==> src/rtl/ahb_plan_pkg.sv <==
package ahb_plan_pkg;

    typedef enum logic [1:0] {
        TR_IDLE   = 2'b00,
        TR_BUSY   = 2'b01,
        TR_NONSEQ = 2'b10,
        TR_SEQ    = 2'b11
    } htrans_e;

    typedef enum logic [2:0] {
        HB_SINGLE = 3'b000,
        HB_INCR   = 3'b001,
        HB_INCR4  = 3'b011,
        HB_INCR8  = 3'b101,
        HB_INCR16 = 3'b111
    } hburst_e;

    typedef enum logic [2:0] {
        MP_UNDEF,
        MP_SINGLE,
        MP_CAP4,
        MP_CAP8,
        MP_CAP16
    } maxpol_e;

    typedef enum logic [1:0] {
        SQ_IDLE,
        SQ_ARB,
        SQ_XFER,
        SQ_DRAIN
    } seq_state_e;

    typedef struct packed {
        logic valid;
        logic discard;
        logic last;
    } dphase_t;

    localparam int CFG_W = 5;

    function automatic maxpol_e decode_max(input logic [CFG_W-1:0] v);
        case (v)
            5'd0:    return MP_UNDEF;
            5'd4:    return MP_CAP4;
            5'd8:    return MP_CAP8;
            5'd16:   return MP_CAP16;
            default: return MP_SINGLE;
        endcase
    endfunction

    function automatic logic is_capped(input maxpol_e p);
        return (p == MP_CAP4) || (p == MP_CAP8) || (p == MP_CAP16);
    endfunction

endpackage

==> src/rtl/burst_select.sv <==
module burst_select
    import ahb_plan_pkg::*;
#(
    parameter int LEN_W = 8
) (
    input  maxpol_e          pol,
    input  logic             precise,
    input  logic [LEN_W-1:0] rem,
    output hburst_e          kind,
    output logic [LEN_W-1:0] beats,
    output logic [LEN_W-1:0] useful
);
    localparam logic [LEN_W-1:0] ONE  = LEN_W'(1);
    localparam logic [LEN_W-1:0] TWO  = LEN_W'(2);
    localparam logic [LEN_W-1:0] FOUR = LEN_W'(4);
    localparam logic [LEN_W-1:0] EGHT = LEN_W'(8);
    localparam logic [LEN_W-1:0] SXTN = LEN_W'(16);

    logic [LEN_W-1:0] cap;
    logic [LEN_W-1:0] fit;

    always_comb begin
        case (pol)
            MP_CAP4:  cap = FOUR;
            MP_CAP8:  cap = EGHT;
            MP_CAP16: cap = SXTN;
            default:  cap = ONE;
        endcase
        fit = (rem < cap) ? rem : cap;
    end

    always_comb begin
        kind   = HB_SINGLE;
        beats  = ONE;
        useful = ONE;
        case (pol)
            MP_UNDEF: begin
                kind   = HB_INCR;
                beats  = rem;
                useful = rem;
            end
            MP_SINGLE: begin
                kind   = HB_SINGLE;
                beats  = ONE;
                useful = ONE;
            end
            default: begin
                if (fit >= SXTN) begin
                    kind = HB_INCR16; beats = SXTN; useful = SXTN;
                end else if (fit >= EGHT) begin
                    kind = HB_INCR8; beats = EGHT; useful = EGHT;
                end else if (fit >= FOUR) begin
                    kind = HB_INCR4; beats = FOUR; useful = FOUR;
                end else if (rem >= TWO) begin
                    if (precise) begin
                        kind = HB_INCR4; beats = FOUR; useful = rem;
                    end else begin
                        kind = HB_INCR; beats = rem; useful = rem;
                    end
                end else begin
                    kind = HB_SINGLE; beats = ONE; useful = ONE;
                end
            end
        endcase
    end

endmodule

==> src/rtl/xfer_seq.sv <==
module xfer_seq
    import ahb_plan_pkg::*;
#(
    parameter int ADDR_W = 30,
    parameter int LEN_W  = 8
) (
    input  logic                clk,
    input  logic                rst,
    input  logic                req_valid,
    input  logic [ADDR_W-1:0]   req_addr,
    input  logic [LEN_W-1:0]    req_len,
    input  logic [CFG_W-1:0]    cfg_max_len,
    input  logic                cfg_precise,
    input  logic                cfg_lock,
    input  logic                hgrant,
    input  logic                hready,
    input  logic                data_done,
    output logic                req_ready,
    output logic                req_take,
    output htrans_e             htrans,
    output hburst_e             hburst,
    output logic [ADDR_W+1:0]   haddr,
    output logic                hbusreq,
    output logic                hlock,
    output logic                ap_accept,
    output logic                ap_discard,
    output logic                ap_last
);
    localparam int HA_W = ADDR_W + 2;

    seq_state_e        state_q;
    logic [ADDR_W-1:0] addr_q;
    logic [LEN_W-1:0]  rem_q;
    logic [LEN_W-1:0]  idx_q;
    maxpol_e           pol_q;
    logic              prec_q;
    logic              lock_q;

    hburst_e           sel_kind;
    logic [LEN_W-1:0]  sel_beats;
    logic [LEN_W-1:0]  sel_useful;
    logic              drive;
    logic              burst_end;

    burst_select #(.LEN_W(LEN_W)) u_sel (
        .pol     (pol_q),
        .precise (prec_q),
        .rem     (rem_q),
        .kind    (sel_kind),
        .beats   (sel_beats),
        .useful  (sel_useful)
    );

    always_comb begin
        req_ready  = (state_q == SQ_IDLE);
        req_take   = req_ready && req_valid && (req_len != '0);
        drive      = (state_q == SQ_XFER) && hgrant;
        htrans     = drive ? ((idx_q == '0) ? TR_NONSEQ : TR_SEQ) : TR_IDLE;
        hburst     = drive ? sel_kind : HB_SINGLE;
        haddr      = {addr_q, 2'b00};
        hbusreq    = (state_q == SQ_ARB) || (state_q == SQ_XFER);
        hlock      = hbusreq && lock_q;
        burst_end  = (idx_q == sel_beats - LEN_W'(1));
        ap_accept  = drive && hready;
        ap_discard = (idx_q >= sel_useful);
        ap_last    = burst_end && (rem_q == sel_useful);
    end

    always_ff @(posedge clk) begin
        if (rst) begin
            state_q <= SQ_IDLE;
            addr_q  <= '0;
            rem_q   <= '0;
            idx_q   <= '0;
            pol_q   <= MP_SINGLE;
            prec_q  <= 1'b0;
            lock_q  <= 1'b0;
        end else begin
            case (state_q)
                SQ_IDLE: begin
                    if (req_take) begin
                        addr_q  <= req_addr;
                        rem_q   <= req_len;
                        idx_q   <= '0;
                        pol_q   <= decode_max(cfg_max_len);
                        prec_q  <= cfg_precise;
                        lock_q  <= cfg_lock;
                        state_q <= SQ_ARB;
                    end
                end
                SQ_ARB: begin
                    if (hgrant) state_q <= SQ_XFER;
                end
                SQ_XFER: begin
                    if (ap_accept) begin
                        addr_q <= addr_q + ADDR_W'(1);
                        if (burst_end) begin
                            idx_q <= '0;
                            rem_q <= rem_q - sel_useful;
                            if (ap_last) state_q <= SQ_DRAIN;
                        end else begin
                            idx_q <= idx_q + LEN_W'(1);
                        end
                    end
                end
                SQ_DRAIN: begin
                    if (data_done) state_q <= SQ_IDLE;
                end
                default: state_q <= SQ_IDLE;
            endcase
        end
    end


    addr_hold_chk: assert property (@(posedge clk) disable iff (rst)
        (htrans[1] && !hready && hgrant) |=>
            (!hgrant || ($stable(haddr) && $stable(htrans) && $stable(hburst))));


    seq_step_chk: assert property (@(posedge clk) disable iff (rst)
        (htrans[1] && hready) |=>
            (htrans != TR_SEQ || haddr == $past(haddr) + HA_W'(4)));


    precise_fixed_chk: assert property (@(posedge clk) disable iff (rst)
        (prec_q && is_capped(pol_q) && htrans[1]) |-> (hburst != HB_INCR));


    single_pol_chk: assert property (@(posedge clk) disable iff (rst)
        (pol_q == MP_SINGLE && htrans[1]) |-> (hburst == HB_SINGLE && htrans == TR_NONSEQ));


    cfg_frozen_chk: assert property (@(posedge clk) disable iff (rst)
        (state_q != SQ_IDLE && $past(state_q) != SQ_IDLE) |->
            ($stable(pol_q) && $stable(prec_q) && $stable(lock_q)));

endmodule

==> src/rtl/beat_tracker.sv <==
module beat_tracker
    import ahb_plan_pkg::*;
#(
    parameter int LEN_W = 8
) (
    input  logic             clk,
    input  logic             rst,
    input  logic             hready,
    input  logic             start,
    input  logic             ap_accept,
    input  logic             ap_discard,
    input  logic             ap_last,
    output logic             beat_ok,
    output logic             beat_discard,
    output logic [LEN_W-1:0] beat_cnt,
    output logic             data_done,
    output logic             done
);
    dphase_t          dp_q;
    logic             complete;
    logic [LEN_W-1:0] cnt_q;
    logic             done_q;

    always_comb begin
        complete     = dp_q.valid && hready;
        beat_ok      = complete && !dp_q.discard;
        beat_discard = complete && dp_q.discard;
        data_done    = complete && dp_q.last;
        beat_cnt     = cnt_q;
        done         = done_q;
    end

    always_ff @(posedge clk) begin
        if (rst) begin
            dp_q   <= '0;
            cnt_q  <= '0;
            done_q <= 1'b0;
        end else begin
            if (hready) begin
                dp_q.valid   <= ap_accept;
                dp_q.discard <= ap_accept && ap_discard;
                dp_q.last    <= ap_accept && ap_last;
            end
            if (start)        cnt_q <= '0;
            else if (beat_ok) cnt_q <= cnt_q + LEN_W'(1);
            done_q <= data_done;
        end
    end


    done_pulse_chk: assert property (@(posedge clk) disable iff (rst)
        done |=> !done);


    cnt_idle_chk: assert property (@(posedge clk) disable iff (rst)
        (!beat_ok && !start) |=> $stable(beat_cnt));


    stall_keep_chk: assert property (@(posedge clk) disable iff (rst)
        (!hready && (beat_ok || beat_discard)) |-> 1'b0);

endmodule

==> src/rtl/ahb_burst_planner.sv <==
module ahb_burst_planner
    import ahb_plan_pkg::*;
#(
    parameter int ADDR_W = 30,
    parameter int LEN_W  = 8
) (
    input  logic              clk,
    input  logic              rst,
    input  logic              req_valid,
    output logic              req_ready,
    input  logic [ADDR_W-1:0] req_addr,
    input  logic [LEN_W-1:0]  req_len,
    input  logic [4:0]        cfg_max_len,
    input  logic              cfg_precise,
    input  logic              cfg_lock,
    input  logic              hgrant,
    input  logic              hready,
    output logic              hbusreq,
    output logic              hlock,
    output logic [1:0]        htrans,
    output logic [2:0]        hburst,
    output logic [ADDR_W+1:0] haddr,
    output logic              beat_ok,
    output logic              beat_discard,
    output logic [LEN_W-1:0]  beat_cnt,
    output logic              done
);
    htrans_e trans_w;
    hburst_e burst_w;
    logic    take_w;
    logic    acc_w;
    logic    disc_w;
    logic    last_w;
    logic    ddone_w;

    xfer_seq #(.ADDR_W(ADDR_W), .LEN_W(LEN_W)) u_seq (
        .clk         (clk),
        .rst         (rst),
        .req_valid   (req_valid),
        .req_addr    (req_addr),
        .req_len     (req_len),
        .cfg_max_len (cfg_max_len),
        .cfg_precise (cfg_precise),
        .cfg_lock    (cfg_lock),
        .hgrant      (hgrant),
        .hready      (hready),
        .data_done   (ddone_w),
        .req_ready   (req_ready),
        .req_take    (take_w),
        .htrans      (trans_w),
        .hburst      (burst_w),
        .haddr       (haddr),
        .hbusreq     (hbusreq),
        .hlock       (hlock),
        .ap_accept   (acc_w),
        .ap_discard  (disc_w),
        .ap_last     (last_w)
    );

    beat_tracker #(.LEN_W(LEN_W)) u_trk (
        .clk          (clk),
        .rst          (rst),
        .hready       (hready),
        .start        (take_w),
        .ap_accept    (acc_w),
        .ap_discard   (disc_w),
        .ap_last      (last_w),
        .beat_ok      (beat_ok),
        .beat_discard (beat_discard),
        .beat_cnt     (beat_cnt),
        .data_done    (ddone_w),
        .done         (done)
    );

    assign htrans = trans_w;
    assign hburst = burst_w;

endmodule

==> config.mk <==
export PLATFORM = sky130hd
export DESIGN_NAME = ahb_burst_planner
export DESIGN_NICKNAME = d
export VERILOG_FILES = /design/src/rtl/ahb_plan_pkg.sv /design/src/rtl/burst_select.sv /design/src/rtl/xfer_seq.sv /design/src/rtl/beat_tracker.sv /design/src/rtl/ahb_burst_planner.sv
export SDC_FILE = /design/constraint.sdc
export NUM_CORES = 1
export LEC_CHECK = 0
export ABC_CLOCK_PERIOD_IN_PS = 6450
export BUFFER_PORTS_ARGS = -buffer_cell sky130_fd_sc_hd__buf_4
export CAP_MARGIN = 20
export CORE_UTILIZATION = 40
export CTS_CLUSTER_DIAMETER = 30
export CTS_CLUSTER_SIZE = 20
export DETAILED_ROUTE_END_ITERATION = 8
export PLACE_DENSITY_LB_ADDON = 0.12
export SLEW_MARGIN = 10
export SYNTH_ARGS = -nofsm -noshare
export SYNTH_HDL_FRONTEND = slang
export SYNTH_SLANG_ARGS = --single-unit
==> constraint.sdc <==
create_clock -name clk -period 6.45 [get_ports clk]
set_clock_uncertainty 0.2 [all_clocks]
set_input_delay 0.3225 -clock clk [delete_from_list [all_inputs] [get_ports clk]]
set_output_delay 0.3225 -clock clk [all_outputs]
set_load 0.01 [all_outputs]
### Yosys cells after proc, flatten, opt, wreduce, memory -nomap -nowiden

Index checks and enable logic that the tools add are counted.

| word-level totals | value |
|---|---|
| flip-flop bits (word level) | 65 |
| input bits | 50 |
| output and inout bits | 51 |
| logic and storage cells | 107 |

| cells by class | value |
|---|---|
| add/subtract/negate cells | 5 |
| $lt $le $gt $ge | 6 |
| eq/ne operators | 18 |
| multiplexer cells | 41 |
| reductions and logical operators | 25 |

Operators with widths:

| operator | count |
|---|---|
| $mux 8 | 16 |
| $pmux 8 s2 | 4 |
| $mux 30 | 2 |
| $pmux 30 s2 | 1 |
| $add 30x1->30 const B | 1 |
| $add 8x1->8 const B | 2 |
| $eq 8x8->1 | 2 |
| $mux 2 | 8 |
| $mux 3 | 5 |
| $pmux 5 s3 | 1 |
| $logic_and 1x1->1 | 12 |
| $pmux 3 s4 | 1 |
| $ge 8x2->1 const B | 1 |
| $ge 8x3->1 const B | 1 |
| $ge 8x4->1 const B | 1 |
| $ge 8x5->1 const B | 1 |
| $ge 8x8->1 | 1 |
| $logic_not 8->1 | 1 |
| $lt 8x5->1 | 1 |
| $ne 2x1->1 const B | 4 |
| $pmux 2 s4 | 1 |
| $reduce_bool 8->1 | 1 |
| $sub 8x1->8 const B | 1 |
| $sub 8x8->8 | 1 |
| other kinds (22) | 25 |

### Depth between registers and ports, before layout

| logic depth | value |
|---|---|
| word-level depth | 16 |
| depth in mapped cells | 23 |
| mapped depth without buffers | 22 |

### By module

A second synthesis with hierarchy kept.

| second synthesis, totals | value |
|---|---|
| cells, all modules | 690 |
| area total of the unflattened synthesis | 5156.2 um2 |

Modules (own cells, without submodules):

| module | times used | cells an instance | area each (um2) | sequential area each (um2) |
|---|---|---|---|---|
| xfer_seq | 1 | 518 | 3908.7 | 1061.0 |
| burst_select | 1 | 114 | 719.4 | 0.0 |
| beat_tracker | 1 | 58 | 528.0 | 240.2 |

### Least setup slack after synthesis

No wires, ideal clock.

| timing | value |
|---|---|
| path kind | register -> register |
| start point | register u_seq.pol_q[0] |
| end point | register u_seq.rem_q[7] |
| setup time | 133 ps |
| arrival time | 4158 ps |
| data required time | 6117 ps |
| slack | 1959 ps |
| cell stages (with the launch flop) | 23 |
| path buffers | 1 |
| clock period less this slack | 4491 ps |
| path through | dfxtp_1 -> clkbuf_1 -> nand2_1 -> nor2_1 -> inv_1 -> ha_1 -> a21o_1 -> a21boi_4 -> nand3_1 -> a21boi_1 -> nand2_1 -> nand2_1 -> nand2_1 -> ha_1 -> a21o_1 -> a21o_1 -> a21o_1 -> a21o_1 -> a21o_1 -> a21o_1 -> xor2_1 -> nor3_1 -> nor4_2 |

| between the ends | value |
|---|---|
| cells in the longest elaborated chain, start to end | 13 |
| elaborated cells between the ends (all ways) | 27 |
| classes of those cells | add/sub: 2; order compare: 4; eq/ne: 6; mux: 13; reduce/logical: 2 |

RTL lines:

| element | RTL line | text |
|---|---|---|
| from (decl) | xfer_seq.sv:35 | `maxpol_e pol_q;` |
| from (signal assigned) | xfer_seq.sv:85 | `pol_q <= decode_max(cfg_max_len);` |
| $eq 3x3->1 / $eq 3x2->1 (equally long branches) | burst_select.sv:23 | `case (pol)` |
| $pmux 5 s3 | burst_select.sv:23 |  |
| $lt 8x5->1 | burst_select.sv:29 | `fit = (rem < cap) ? rem : cap;` |
| $mux 8 | burst_select.sv:29 |  |
| $ge 8x3->1 | burst_select.sv:52 | `end else if (fit >= FOUR) begin` |
| $mux 8 | burst_select.sv:52 |  |
| $mux 8 | burst_select.sv:50 | `end else if (fit >= EGHT) begin` |
| $mux 8 | burst_select.sv:48 | `if (fit >= SXTN) begin` |
| $pmux 8 s2 | burst_select.sv:36 | `case (pol)` |
| $sub 8x1->8 / $sub 8x8->8 (equally long branches) | xfer_seq.sv:63, xfer_seq.sv:99 |  |
| $eq 8x8->1 / $mux 8 (equally long branches) | xfer_seq.sv:63, xfer_seq.sv:97 |  |
| $ne 2x1->1 (no line) / $mux 8 (equally long branches) | -- |  |
| $reduce_and 4->1 (no line) / $pmux 8 s2 (equally long branches) | -- |  |
| to (signal assigned) | xfer_seq.sv:83 | `rem_q <= req_len;` |
| to (signal assigned) | xfer_seq.sv:99 | `rem_q <= rem_q - sel_useful;` |
| to (decl) | xfer_seq.sv:33 | `logic [LEN_W-1:0] rem_q;` |

Parallel ways exist; a longest one is shown, timed or not. The select of a mux whose other input is x is not followed.
A chain may end at the register's enable or synchronous reset.

### Worst setup path after layout

| timing | value |
|---|---|
| start point | register u_seq.pol_q[2] |
| end point | register u_seq.rem_q[5] |

The elaborated chain is that of the path after synthesis.

==> results.md <==
- Outcome: finished, final reports clean
- Worst vdd ir: 222 uV
- Logic pwr share: 0.593
- Via count: between 5k and 6k
- Largest net degree at the start of global routing: 70
- Final WS setup: roughly 1.1 ns
- Crit Path Class: flop to flop
- Clock tree from TritonCTS: done
- Syn avg cell area: 7.45 sq um
- Die width: roughly 110 um
- Final WL: 15,300 um
- DR iter-0 viols: ~360
- Pins over their slew limit: 0
- Pleak: roughly 0.0024 uW
- Ports: about 100
- Worst Setup SP: u_seq.pol_q[2]
- Worst Min Path Start: cfg_lock
- Clock transition at path regs: 0.06 ns
- Mapped Cells: about 670
- Max-cap violation count: 0
- Post-CTS Hold Fix Bufs: 0
- Netlist cell types: approximately 70
- Area Growth Syn to Fin: 22.4%
- P_int: 1590 uW
- Synth Warn #: 0
- Synth Register Bits: 65
- RSZ-0062 raised after global routing: false
- Sw Pwr: 1440 uW
- DR WL/cell: 16.7 um
- Tmin final: ~5.4 ns
- Initial antenna violation count: 0
- Diodes inserted: 0
- Remaining DRCs: 0
- Sequential-to-total area share from yosys stat: 0.261
- Setup Fix Bufs, Post-CTS: 0
- CP arrival: around 5.3 ns
- Relative slew slack: 0.377
- Fraction of registers with async set/reset: 0
- Resized cells post-CTS: 0
- Reg power frac: 0.228
- Crit-path max FO: 13
- Die height: approximately 110 um
- Aggregate global-route resource usage: 0.244
- R2R Path Start: u_seq.pol_q[2]
- CTS Buffer Depth: 2
- First-pass GRT wire length: about 25,000 um
- Clock network fraction of total power: 0.179
- Placed cell area: 5770 sq um
- Dominant synthesized flop cell: dfxtp_1
- Routability congestion estimate: 0.934
- Vias in the first global route: between 4k and 5k
- Inserted Clock Buffers: 9
- Starting Density: 0.413
- Syn Std Cell Area: 4980 sq um
- # setup viols final: 0
- Switch share: 0.476
- Core box area: between 10,000 and 15,000 sq um
- Antenna Nets Post-Route: 0
- Clock sinks: 65
- Sum Neg Setup Slack: 0 ns
- Power per Cell Area: slightly below 500 nW/um^2
- CP Capture Type: flop
- Pre-CTS setup slack: 1.16 ns
- CTS Root Cell: clkbuf_16
- Total grt overflow: 0
- Fin crit share: 0.831
- Drt pass-1 iters: 5
- Hold Crit Class: primary input to flop
- Tot Pwr: a little over 3000 uW
- Rows: 40
- Input/output buffers: 98
- Most frequent cells in the layout: buf_4 (103), nand2_1 (82), dfxtp_1 (65), nor2_1 (60), a21oi_1 (57)
- Least-Margin Pin Slew: about 0.93 ns
- Max Fclk: roughly 0.19 GHz
- H-tree depth: 3
- Fin. Hold Viols: 0
- Final #Nets: about 820
- Clk_lat worst skew: 0.34 ns
- Required @ worst endpoint: 6.42 ns
- Startpoint Class: flop
- Vias per inst: between 5 and 6
- Die area: roughly 13,000 sq um
- Post-synth EDFFs: 0
- Layout cells sized above 1: 0.189
- Design area: slightly above 6000 sq um
- Commonest non-fill, non-tap cell in the layout: buf_4
- Post-DP HPWL: 11,100 um
[worst max-delay path, stage by stage, from the launching register on]
cell and delay [ns]:
dfxtp_1 0.57, nor3b_2 0.41, inv_1 0.13, ha_1 0.40, and3_1 0.22, o41ai_4 0.15, a31oi_1 0.26, a21boi_1 0.36
a21oi_1 0.17, ha_1 0.28, a311oi_1 0.31, a311oi_1 0.09, or4_4 0.56, o21a_1 0.21, nor2_1 0.71, a211oi_1 0.16
[final timing paths]
check                           to  slack, ns  cells past startpoint
setup reg to reg    u_seq.rem_q[5]       1.09                     15
hold / removal        u_seq.lock_q       0.01                      3
hold reg to reg   u_seq.addr_q[29]       0.28                      2
setup / recovery    u_seq.rem_q[5]       1.09                     15
[synth_stat cells, types with 6 or more instances]
| master | n | share of area |
|---|---|---|
| a211oi_1 | 22 | 0.033 |
| mux2i_1 | 10 | 0.020 |
| or3_1 | 7 | 0.0088 |
| o31ai_1 | 8 | 0.012 |
| nand2_1 | 82 | 0.062 |
| a21oi_1 | 57 | 0.057 |
| dfxtp_1 | 65 | 0.26 |
| xor2_1 | 11 | 0.019 |
| a21o_1 | 19 | 0.029 |
| a22oi_1 | 8 | 0.012 |
| o21ai_0 | 32 | 0.032 |
| nor2b_1 | 8 | 0.010 |
| buf_2 | 6 | 0.0060 |
| nand3_1 | 31 | 0.031 |
| o22ai_1 | 6 | 0.0075 |
| xnor2_1 | 16 | 0.028 |
| a31oi_1 | 8 | 0.010 |
| ha_1 | 27 | 0.068 |
| nand4_1 | 10 | 0.013 |
| clkbuf_1 | 28 | 0.021 |
| nor4_1 | 7 | 0.0088 |
| a311oi_1 | 7 | 0.012 |
| nor3_1 | 24 | 0.024 |
| and3_1 | 8 | 0.010 |
| nor2_1 | 60 | 0.045 |
| inv_1 | 24 | 0.018 |
[area by class of cell]
class	count	area (sq um)
multi-input cells	537	3390
clock buffers	9	225
repair buffers	103	773
inverters	24	90.1
well taps	168	210
clock inverters	7	103
flip-flops and latches	65	1300
fillers	1180	5960
[flip-flops by register name, summed over array words and instances (netlist names)]
| name | flops |
|---|---|
| u_seq.addr_q | 30 |
| u_seq.idx_q | 8 |
| u_seq.lock_q | 1 |
| u_seq.pol_q | 3 |
| u_seq.prec_q | 1 |
| u_seq.rem_q | 8 |
| u_seq.state_q | 2 |
| u_trk.beat_cnt | 8 |
| u_trk.done | 1 |
| u_trk.dp_q | 3 |
[power groups by stage]
stage	combinational [uW]	clock, uW	sequential, uW
after floorplan	1340	0	665
after global placement	1760	0	691
after detailed placement	1780	0	691
after CTS	1790	558	686
after global routing	1990	573	712
final	1800	543	690
[through the flow]
step	hold slack, ns	utilization	std cells
3_3_place_gp	0.262	0.478	897
3_5_place_dp	0.265	0.478	897
4_1_cts	0.00518	0.505	913
5_1_grt	0.0425	0.505	913
2_1_floorplan	0.248	-	670
6_report	0.0125	0.505	913
[per-layer routing]
metal | global-route usage | part of all wire
met1 | 0.298 | 0.43
met2 | 0.407 | 0.48
met3 | 0.0606 | 0.067
met4 | 0.103 | 0.022
met5 | 0 | 0
[kinds of logic (layout without fill, tap and decap cells)]
family                     after synthesis  in the layout  share of synthesized area
xor gates and xnor gates                27             27                     0.0475
and+or+nand+nor                        262            262                      0.255
other                                    1              2                   0.000753
muxes                                   13             13                     0.0269
DFF                                     65             65                      0.261
adders and majority gates               28             28                     0.0718
AOI/OAI and AO/OA                      205            205                      0.278
buffers and inverters                   68            143                     0.0588
No activity file was read; power rests on OpenSTA's default activity.
